<file path="src/rtl/tri_pwm_sampler.sv">
`timescale 1ns/1ps
module tri_pwm_sampler #(
  parameter int W    = 15,
  parameter int DT_W = 9,
  parameter int AQ_W = 15
) (
  input  logic            clk,
  input  logic            rst_n,
  input  logic [W-1:0]    duty_u,
  input  logic [W-1:0]    duty_v,
  input  logic [W-1:0]    duty_w,
  input  logic [DT_W-1:0] dead_time,
  input  logic [AQ_W-1:0] acq_time,
  output logic            ready,
  output logic [2:0]      gate_hi,
  output logic [2:0]      gate_lo,
  output logic            adc_trig,
  output logic            no_sample
);
  localparam int PW = W + 1;
  localparam int CW = ((PW > AQ_W) ? PW : AQ_W) + 1;
  localparam logic [W-1:0]  FULL = {W{1'b1}};
  localparam logic [PW-1:0] LAST = {PW{1'b1}};
  localparam logic [PW-1:0] APEX = {1'b1, {W{1'b0}}};

  logic [PW-1:0]       pos;
  logic [W-1:0]        car;
  logic [2:0][W-1:0]   din, dact;
  logic [2:0]          ideal, act;
  logic [PW-1:0]       tgt_q, tgt_n;
  logic                tgt_v, hit;

  assign din   = {duty_w, duty_v, duty_u};
  assign car   = pos[W] ? ~pos[W-1:0] : pos[W-1:0];
  assign ready = (pos == '0);

  always_ff @(posedge clk or negedge rst_n) begin
    if (!rst_n) begin
      pos  <= '0;
      dact <= '0;
    end else begin
      pos <= pos + 1'b1;
      if (pos == LAST) dact <= din;
    end
  end

  function automatic logic fits(input logic [CW-1:0] len, input logic [AQ_W-1:0] aq);
    return (len != '0) && (len >= CW'(aq));
  endfunction

  logic [W-1:0]  mn, sa, sb, sc, t;
  logic [CW-1:0] l01, l12, lmid;

  always_comb begin
    mn = FULL;
    for (int i = 0; i < 3; i++)
      if (act[i] && dact[i] < mn) mn = dact[i];
    sa = act[0] ? dact[0] : mn;
    sb = act[1] ? dact[1] : mn;
    sc = act[2] ? dact[2] : mn;
    t  = '0;
    if (sa > sb) begin t = sa; sa = sb; sb = t; end
    if (sb > sc) begin t = sb; sb = sc; sc = t; end
    if (sa > sb) begin t = sa; sa = sb; sb = t; end
    l01  = CW'(sb) - CW'(sa);
    l12  = CW'(sc) - CW'(sb);
    lmid = (CW'(APEX) - CW'(sc)) << 1;
    hit   = 1'b0;
    tgt_n = '0;
    if (|act) begin
      if (fits(l01, acq_time)) begin
        hit = 1'b1; tgt_n = PW'(CW'(sa) + (l01 >> 1));
      end else if (fits(l12, acq_time)) begin
        hit = 1'b1; tgt_n = PW'(CW'(sb) + (l12 >> 1));
      end else if (fits(lmid, acq_time)) begin
        hit = 1'b1; tgt_n = APEX;
      end
    end
  end

  always_ff @(posedge clk or negedge rst_n) begin
    if (!rst_n) begin
      tgt_q     <= '0;
      tgt_v     <= 1'b0;
      no_sample <= 1'b0;
    end else if (ready) begin
      tgt_q     <= tgt_n;
      tgt_v     <= hit;
      no_sample <= !hit;
    end
  end

  assign adc_trig = tgt_v && (pos == tgt_q) && (pos != '0);

  for (genvar i = 0; i < 3; i++) begin : g_ph
    logic            prev;
    logic [DT_W-1:0] dtc;

    assign act[i]   = (dact[i] != '0) && (dact[i] != FULL);
    assign ideal[i] = (dact[i] == FULL) || (car < dact[i]);

    always_ff @(posedge clk or negedge rst_n) begin
      if (!rst_n) begin
        prev <= 1'b0;
        dtc  <= '0;
      end else begin
        prev <= ideal[i];
        if (ideal[i] != prev) dtc <= dead_time;
        else if (dtc != '0)   dtc <= dtc - DT_W'(1);
      end
    end

    assign gate_hi[i] = prev && (dtc == '0);
    assign gate_lo[i] = !prev && (dtc == '0);

    a_r4_no_overlap: assert property (@(posedge clk) disable iff (!rst_n)
      !(gate_hi[i] && gate_lo[i]));
    a_r3_dead_gap: assert property (@(posedge clk) disable iff (!rst_n)
      ($fell(gate_hi[i]) && $past(dead_time) != '0) |-> !gate_lo[i]);
  end

  a_r1_ready_single: assert property (@(posedge clk) disable iff (!rst_n)
    ready |=> !ready);
  a_r7_trig_single: assert property (@(posedge clk) disable iff (!rst_n)
    adc_trig |=> !adc_trig);
  a_r8_trig_excl: assert property (@(posedge clk) disable iff (!rst_n)
    adc_trig |-> !no_sample);
endmodule

</file>
<file path="config.mk">
export PLATFORM = sky130hd
export DESIGN_NAME = tri_pwm_sampler
export DESIGN_NICKNAME = d
export VERILOG_FILES = /design/src/rtl/tri_pwm_sampler.sv
export SDC_FILE = /design/constraint.sdc
export NUM_CORES = 1
export LEC_CHECK = 0
export ABC_CLOCK_PERIOD_IN_PS = 26900
export BUFFER_PORTS_ARGS = -buffer_cell sky130_fd_sc_hd__buf_2
export CAP_MARGIN = 15
export CORE_ASPECT_RATIO = 0.7
export CORE_MARGIN = 2
export CORE_UTILIZATION = 55
export CTS_CLUSTER_DIAMETER = 150
export CTS_CLUSTER_SIZE = 24
export DETAILED_ROUTE_END_ITERATION = 16
export GPL_TIMING_DRIVEN = 0
export PLACE_DENSITY = 0.79
export RECOVER_POWER = 100
export SLEW_MARGIN = 10
export SYNTH_ARGS = -nofsm -noshare
export SYNTH_HDL_FRONTEND = slang
export SYNTH_SLANG_ARGS = --single-unit
</file>
<file path="constraint.sdc">
create_clock -name clk -period 26.9 [get_ports clk]
set_clock_uncertainty 0.15 [all_clocks]
set_input_delay 1.345 -clock clk [delete_from_list [all_inputs] [get_ports clk]]
set_output_delay 1.345 -clock clk [all_outputs]
set_load 0.01 [all_outputs]
</file>
==> impl_results.rst, run 1 <==
.. list-table::
   :header-rows: 1

   * - Metric
     - Value
   * - Run status
     - finished with violations
   * - Violations in the final reports
     - max-capacitance violations, max-slew violations
   * - Largest area contributor in the netlist
     - dfrtp_1
   * - Measured slew at the worst slew-check pin
     - 3.168 ns
   * - First-pass GRT wire length
     - 82400 um
   * - Final Slew Violations
     - 112
   * - Initial antenna violation count
     - 1
   * - Simple-gate area share of the yosys netlist
     - 0.2168
   * - CTS tree
     - done
   * - Setup crit start kind
     - register
   * - Tightest hold margin
     - 0.3316 ns
   * - Setup TNS
     - 0 ns
   * - TritonCTS buffer count
     - 9
   * - Highest attainable clock frequency
     - 39.18 MHz
   * - Tmin final
     - 25.52 ns
   * - Max-cap violations
     - 2
   * - Fraction of the mapped netlist area in compound gates
     - 0.2523
   * - Number of post-CTS setup repair buffers
     - 0
   * - Cell types occupying the most area after synthesis
     - dfrtp_1, ha_1, o21ai_0
   * - DP HPWL
     - 44200 um
   * - Placer's final routability congestion estimate
     - 1.036
   * - Flip-flop cell with the highest count after synthesis
     - dfrtp_1
   * - Mean cell area of the mapped netlist
     - 7.652 sq um
   * - Source of the worst hold timing path
     - tgt_v
   * - Delay of the slowest cell on the worst path
     - 0.68 ns
   * - Ports placed on the boundary
     - 80
   * - Final setup violating endpoints
     - 0
   * - Root Buffer
     - clkbuf_16
   * - Final wirelength
     - 53820 um
   * - Total global routing track utilization
     - 0.3684
   * - Dominant combinational cell family by area after synthesis
     - compound AO/OA/AOI/OAI gates
   * - Final net count
     - 2368
   * - Tcrit/Tclk final
     - 0.9488
   * - Buffer levels on the longest clock path
     - 2
   * - Setup Crit Path Kind
     - reg -> reg
   * - Post-CTS Hold Buffers
     - 0
   * - Cell type of the slowest stage on the worst timing path
     - a21oi_1
   * - Critical path data arrival time
     - 25.64 ns
   * - Num Clock Sinks
     - 109
   * - R2R cell count
     - 90
   * - Synth unique cells
     - 100
   * - Clock network fraction of design power
     - 0.325
   * - Die boundary height
     - 143.5 um
   * - Pin count of the biggest net entering global routing
     - 58
   * - Ratio of routed vias to standard cells
     - 6.406
   * - Leakage power of the design
     - 8.131 nW
   * - Hold Crit Depth
     - 2
   * - DRC marker count from the first detailed-route iteration
     - 2036
   * - Pwr/cell area
     - 25.70 mW/mm^2
   * - Count leader, synth
     - ha_1
   * - Unrepaired setup endpoints after global routing
     - false
   * - Worst reg2reg setup slack
     - 1.38 ns
   * - Die W
     - 203.3 um
   * - Portion of total power attributed to sequential cells
     - 0.481
   * - Total count of hold-check failures in the final report
     - 0
   * - Combinational share of power
     - 0.193
   * - Remaining global-route overflow
     - 0
   * - Drt wl/cell
     - 21.83 um
   * - Xor and xnor fraction of the mapped netlist area
     - 0.07390
   * - Clock Latency Late Sink
     - 0.39 ns
   * - Total via count after detailed routing
     - 15790
   * - Number of enable-type register cells in the synthesized netlist
     - 0
   * - Count of instances resized after the clock tree is built
     - 0
   * - Top cell type's share of synthesized area
     - 0.1784
   * - Worst R2R End
     - tgt_q[14]
   * - Die outline area
     - 0.02917 sq mm
   * - Level count of the clock H-tree
     - 3
   * - Final routed DRC violation total
     - 0
   * - Hold-critical path endpoint
     - tgt_v
   * - Most frequent cells after synthesis
     - ha_1, nand2_1, inv_1
   * - Synthesis-stage register bit count
     - 109
   * - Net count after synthesis
     - 2277
   * - Required time at the worst-slack endpoint
     - 27.02 ns
   * - Sw power
     - 128.8 uW
   * - Effective utilization at floorplan
     - 0.5546
   * - Worst path setup slack after routing
     - 1.378 ns
   * - Detailed-routing iteration count for the pre-antenna-repair pass
     - 8
   * - Number of port buffers
     - 79
   * - Synth Instances
     - 1998
   * - Critical Path Fanout Max
     - 10
   * - Fillers
     - 2579
   * - Setup Slack @ Placement
     - 3.227 ns
   * - Kind of end point of the critical path
     - register
   * - Share of synthesized registers carrying an async set or reset
     - 1.000
   * - Max-Slew Margin vs Limit
     - -1.112
   * - # rows
     - 51
   * - Synth warn
     - 0
   * - Multiplexer area fraction after synthesis
     - 0.04313
   * - Switching power share of the total
     - 0.3051
   * - Worst Hold Class
     - reg -> reg
   * - Vias in the first global route
     - 14740
   * - Clock slew seen by the registers of the worst setup and hold paths
     - 0.08 ns
   * - Max IR drop VDD
     - 0.03026 mV
   * - Adder and majority gate portion of the synthesized area
     - 0.1717
   * - Internal cell power
     - 293.3 uW
   * - Final antenna-violating net count
     - 0
   * - Post-Syn Area
     - 0.01529 sq mm
   * - Sequential area share after synthesis
     - 0.1784
   * - Area growth from synthesis to layout
     - 7.431%
   * - Startpoint of the most critical register-to-register path
     - dact[8]
   * - Antenna diode count
     - 0
   * - Core area
     - 0.02757 sq mm
   * - Cell occurring most often along the worst timing path
     - clkbuf_1
   * - Fraction of layout cells with a size suffix above 1
     - 0.07784
through the flow:
step / std cells / instance area, sq um / total power, mW / util
floorplan: 1998 / 15290 / 0.2612 / -
global placement: 2448 / 16150 / 0.2784 / 0.5858
detailed placement: 2449 / 16180 / 0.2873 / 0.5871
CTS: 2465 / 16480 / 0.4251 / 0.5977
global route: 2465 / 16430 / 0.4424 / 0.5959
finish: 2465 / 16430 / 0.4221 / 0.5959
flip-flops by register name, indices dropped and copies added, names as in the netlist:
signal     count
g_ph.prev      3
no_sample      1
g_ph.dtc      27
pos           16
tgt_v          1
dact          45
tgt_q         16
power by group through the flow:
stage | registers (mW) | logic (mW) | clock network, mW
3_5_place_dp | 0.206 | 0.0815 | 0
6_report | 0.203 | 0.0815 | 0.137
4_1_cts | 0.203 | 0.0825 | 0.140
5_1_grt | 0.205 | 0.0921 | 0.145
2_1_floorplan | 0.202 | 0.0592 | 0
3_3_place_gp | 0.205 | 0.0737 | 0
worst max-delay path, delay by kind of cell (launching register included):
family / cells / cell delay, ns
XOR/XNOR: 1 / 0.32
adder cells (fa/ha/maj): 8 / 2.29
flip-flops: 1 / 0.53
AND/OR/NAND/NOR: 26 / 4.43
multiplexers: 1 / 0.23
AO/OA/AOI/OAI: 32 / 7.87
buffers and inverters: 22 / 9.48
worst max path at each step:
| stage | startpoint | endpoint | cells past startpoint |
|---|---|---|---|
| 2_1_floorplan | dact[3] | tgt_q[2] | 87 |
| 3_3_place_gp | dact[10] | tgt_q[14] | 86 |
| 3_5_place_dp | dact[10] | tgt_q[14] | 88 |
| 4_1_cts | dact[3] | tgt_q[14] | 89 |
| 5_1_grt | dact[8] | tgt_q[14] | 90 |
| 6_report | dact[8] | tgt_q[14] | 90 |
cell families after synthesis:
logic type               count (synthesis)
AO/OA/AOI/OAI                          571
AND/OR/NAND/NOR                        666
multiplexers                            62
buffers and inverters                  253
adder cells (fa/ha/maj)                208
flip-flops                             109
XOR/XNOR                               129
cell usage in the layout (no fill, tap or decap), types with 64 or more instances in the layout:
cell,n
inv_1,165
nor2_1,144
a21oi_1,124
nor3_1,64
xnor2_1,69
clkbuf_1,85
dfrtp_1,109
ha_1,205
buf_2,76
nand2_1,195
o21ai_0,150
area by class of cell:
type / instances / area (sq um) / share of cell area
well taps: 371 / 464.2 / 0.02826
clock inverters: 7 / 67.56 / 0.004113
repair buffers: 80 / 387.9 / 0.02361
flip-flops and latches: 109 / 2728 / 0.1661
clock buffers: 9 / 225.2 / 0.01371
inverters: 165 / 619.3 / 0.03771
multi-input cells: 1636 / 11580 / 0.7048
plain buffers: 88 / 356.6 / 0.02171
metal layers:
metal	track usage	routed length (um)
met1	0.5381	24350
met2	0.5184	20900
met3	0.1247	7662
met4	0.07876	907
met5	0	0
Note: power is estimated with default switching activity, not from simulation.
==> run 2: changes to the inputs <==
CORE_UTILIZATION = 65   (was 55)
PLACE_DENSITY = 0.9   (was 0.79)
==> run 2 against run 1 <==
Global-route usage is 7.8 points higher; first-iteration DRC count is 20% higher; register-to-register slack better by 0.15 ns; design area is 0.26% lower; the run still ends with max-capacitance violations, max-slew violations left; non-clock buffer count is 1 higher; sequential power hardly changed; critical path type unchanged.
==> impl_results.rst, run 2 (same netlist as run 1, synthesis figures left out) <==
.. list-table::
   :header-rows: 1

   * - Metric
     - Value
   * - Highest attainable clock frequency
     - 39.41 MHz (+0.58%)
   * - Clock slew seen by the registers of the worst setup and hold paths
     - 0.08 ns (about the same)
   * - Initial antenna violation count
     - 2 (+1)
   * - Largest reg by FF count
     - dact
   * - Count of instances resized after the clock tree is built
     - 0 (unchanged)
   * - Post-CTS Hold Buffers
     - 0 (unchanged)
   * - Die boundary height
     - 132.3 um (-7.8%)
   * - Violations in the final reports
     - max-capacitance violations, max-slew violations
   * - Cell type of the slowest stage on the worst timing path
     - a21oi_1
   * - Max-cap violations
     - 2 (unchanged)
   * - Critical path data arrival time
     - 25.48 ns (-0.16 ns)
   * - Pwr/cell area
     - 26.68 mW/mm^2 (+3.8%)
   * - Fraction of layout cells with a size suffix above 1
     - 0.07780 (about the same)
   * - First-pass GRT wire length
     - 86750 um (+5.3%)
   * - Total global routing track utilization
     - 0.4469 (+0.07846)
   * - Worst Hold Class
     - reg -> reg
   * - Tmin final
     - 25.38 ns (-0.1461 ns)
   * - Number of port buffers
     - 79 (unchanged)
   * - Family of cells with the greatest summed delay on the critical path
     - buffers and inverters
   * - Sequential cell area
     - 0.002728 sq mm (unchanged)
   * - Root Buffer
     - clkbuf_16
   * - Buf/Inv on CP
     - 20 (-9.1%)
   * - Power after layout
     - 437.0 uW (+3.5%)
   * - Setup Crit Path Kind
     - reg -> reg
   * - Kind of end point of the critical path
     - register
   * - DP HPWL
     - 45180 um (+2.2%)
   * - Most common cell after layout, fill and taps aside
     - ha_1
   * - TritonCTS buffer count
     - 9 (unchanged)
   * - Max IR drop VDD
     - 0.04577 mV (+51%)
   * - Measured slew at the worst slew-check pin
     - 3.723 ns (+0.5553 ns)
   * - Setup TNS
     - 0 ns (unchanged)
   * - Final net count
     - 2369 (+0.042%)
   * - Setup crit start kind
     - register
   * - Num Clock Sinks
     - 109 (unchanged)
   * - Area growth from synthesis to layout
     - 7.152%
   * - CTS tree
     - done
   * - Ratio of routed vias to standard cells
     - 6.830 (+6.6%)
   * - Flip-flop count of the largest register, all copies and words added
     - 45 (unchanged)
   * - Buffer levels on the longest clock path
     - 2 (unchanged)
   * - Final antenna-violating net count
     - 0 (unchanged)
   * - Final setup violating endpoints
     - 0 (unchanged)
   * - Unrepaired setup endpoints after global routing
     - false
   * - Die outline area
     - 0.02479 sq mm (-15%)
   * - Critical Path Fanout Max
     - 10 (unchanged)
   * - Tcrit/Tclk final
     - 0.9433 (-0.005432)
   * - Max-Slew Margin vs Limit
     - -1.482 (-0.3702)
   * - Required time at the worst-slack endpoint
     - 27.00 ns (-0.02 ns)
   * - Drt wl/cell
     - 23.31 um (+6.8%)
   * - Final wirelength
     - 56140 um (+4.3%)
   * - Clock Latency Late Sink
     - 0.38 ns (about the same)
   * - Level count of the clock H-tree
     - 3 (unchanged)
   * - Core area
     - 0.02285 sq mm (-17%)
   * - Cell occurring most often along the worst timing path
     - clkbuf_1
   * - Most frequent cells in the layout
     - ha_1, nand2_1, inv_1
   * - Final routed DRC violation total
     - 0 (unchanged)
   * - Top Registers
     - dact x45, g_ph.dtc x27
   * - Vias in the first global route
     - 15580 (+5.7%)
   * - Detailed-routing iteration count for the pre-antenna-repair pass
     - 7 (-1)
   * - Final cell utilization of the core
     - 0.7170 (+0.1211)
   * - Number of post-CTS setup repair buffers
     - 0 (unchanged)
   * - Die W
     - 187.3 um (-7.9%)
   * - Multi-input combinational cell area
     - 0.01157 sq mm (about the same)
   * - Leakage power of the design
     - 8.163 nW (+0.39%)
   * - Delay of the slowest cell on the worst path
     - 0.67 ns (about the same)
   * - # rows
     - 46 (-9.8%)
   * - Placer's final routability congestion estimate
     - 1.016 (-1.9%)
   * - Pin count of the biggest net entering global routing
     - 69 (+19%)
   * - Total via count after detailed routing
     - 16450 (+4.1%)
   * - Remaining global-route overflow
     - 0 (unchanged)
   * - Total count of hold-check failures in the final report
     - 0 (unchanged)
   * - Fillers
     - 1789 (-31%)
   * - Tightest hold margin
     - 0.3671 ns (+0.03551 ns)
   * - Cell count after placement
     - 2391 (-2.4%)
   * - Run status
     - finished with violations
   * - Ports placed on the boundary
     - 80 (unchanged)
   * - DRC marker count from the first detailed-route iteration
     - 2441 (+20%)
   * - Effective utilization at floorplan
     - 0.6691 (+0.1145)
   * - Final Slew Violations
     - 112 (unchanged)
   * - Number of standard cells in the layout, taps in and fillers out
     - 2408 (-2.3%)
==> run 2: final timing paths <==
kind / from / endpoint / slack [ns] / depth (start not counted)
worst max-delay path: dact[8] / tgt_q[8] / 1.52 / 89
worst min-delay path: tgt_v / tgt_v / 0.37 / 2
worst max register to register: dact[8] / tgt_q[8] / 1.52 / 89
worst min register to register: tgt_v / tgt_v / 0.37 / 2
max in group asynchronous: rst_n / tgt_q[10] / 20.62 / 2
min in group asynchronous: rst_n / g_ph[1].dtc[3] / 1.51 / 1
==> run 2: cell type report <==
cell class / count / area share
Timing Repair Buffer: 81 / 0.02406
Tap cell: 312 / 0.02383
Sequential cell: 109 / 0.1665
Antenna cell: 1 / 0.0001527
Inverter: 165 / 0.03780
Buffer: 88 / 0.02177
Multi-Input combinational cell: 1636 / 0.7064
Clock buffer: 10 / 0.01459
Clock inverter: 6 / 0.004888
==> run 2: worst reg2reg max path: cells and delay by family, from the launching register on <==
family	cells	cell delay [ns]
AO/OA/AOI/OAI	30	7.37
XOR/XNOR	1	0.34
adder cells (fa/ha/maj)	8	2.31
buffers and inverters	20	9.09
flip-flops	1	0.52
multiplexers	1	0.26
AND/OR/NAND/NOR	29	5.21
==> run 2: power breakdown <==
group	total, mW	switching [mW]	leakage [nW]	internal (mW)
clock	0.147	0.0703	0.158	0.0767
combinational	0.0840	0.0411	6.80	0.0429
sequential	0.206	0.0208	1.20	0.185
total	0.437	0.132	8.16	0.305
==> run 2: per-stage QoR <==
| stage | setup WS (ns) | cell area [sq um] |
|---|---|---|
| 6_report | 1.524 | 16380 |
| 2_1_floorplan | 9.515 | 15290 |
| 3_3_place_gp | 3.381 | 16080 |
| 4_1_cts | 3.055 | 16430 |
| 3_5_place_dp | 3.142 | 16110 |
| 5_1_grt | 0.2537 | 16380 |
==> run 2: routing by layer <==
layer  track usage  up-vias  routed length [um]
met5             0        -                  42
met4        0.1138        4                1333
li1              -     7370                   -
met1        0.6315     7682               23000
met2        0.6439     1228               22300
met3        0.1586      162                9467
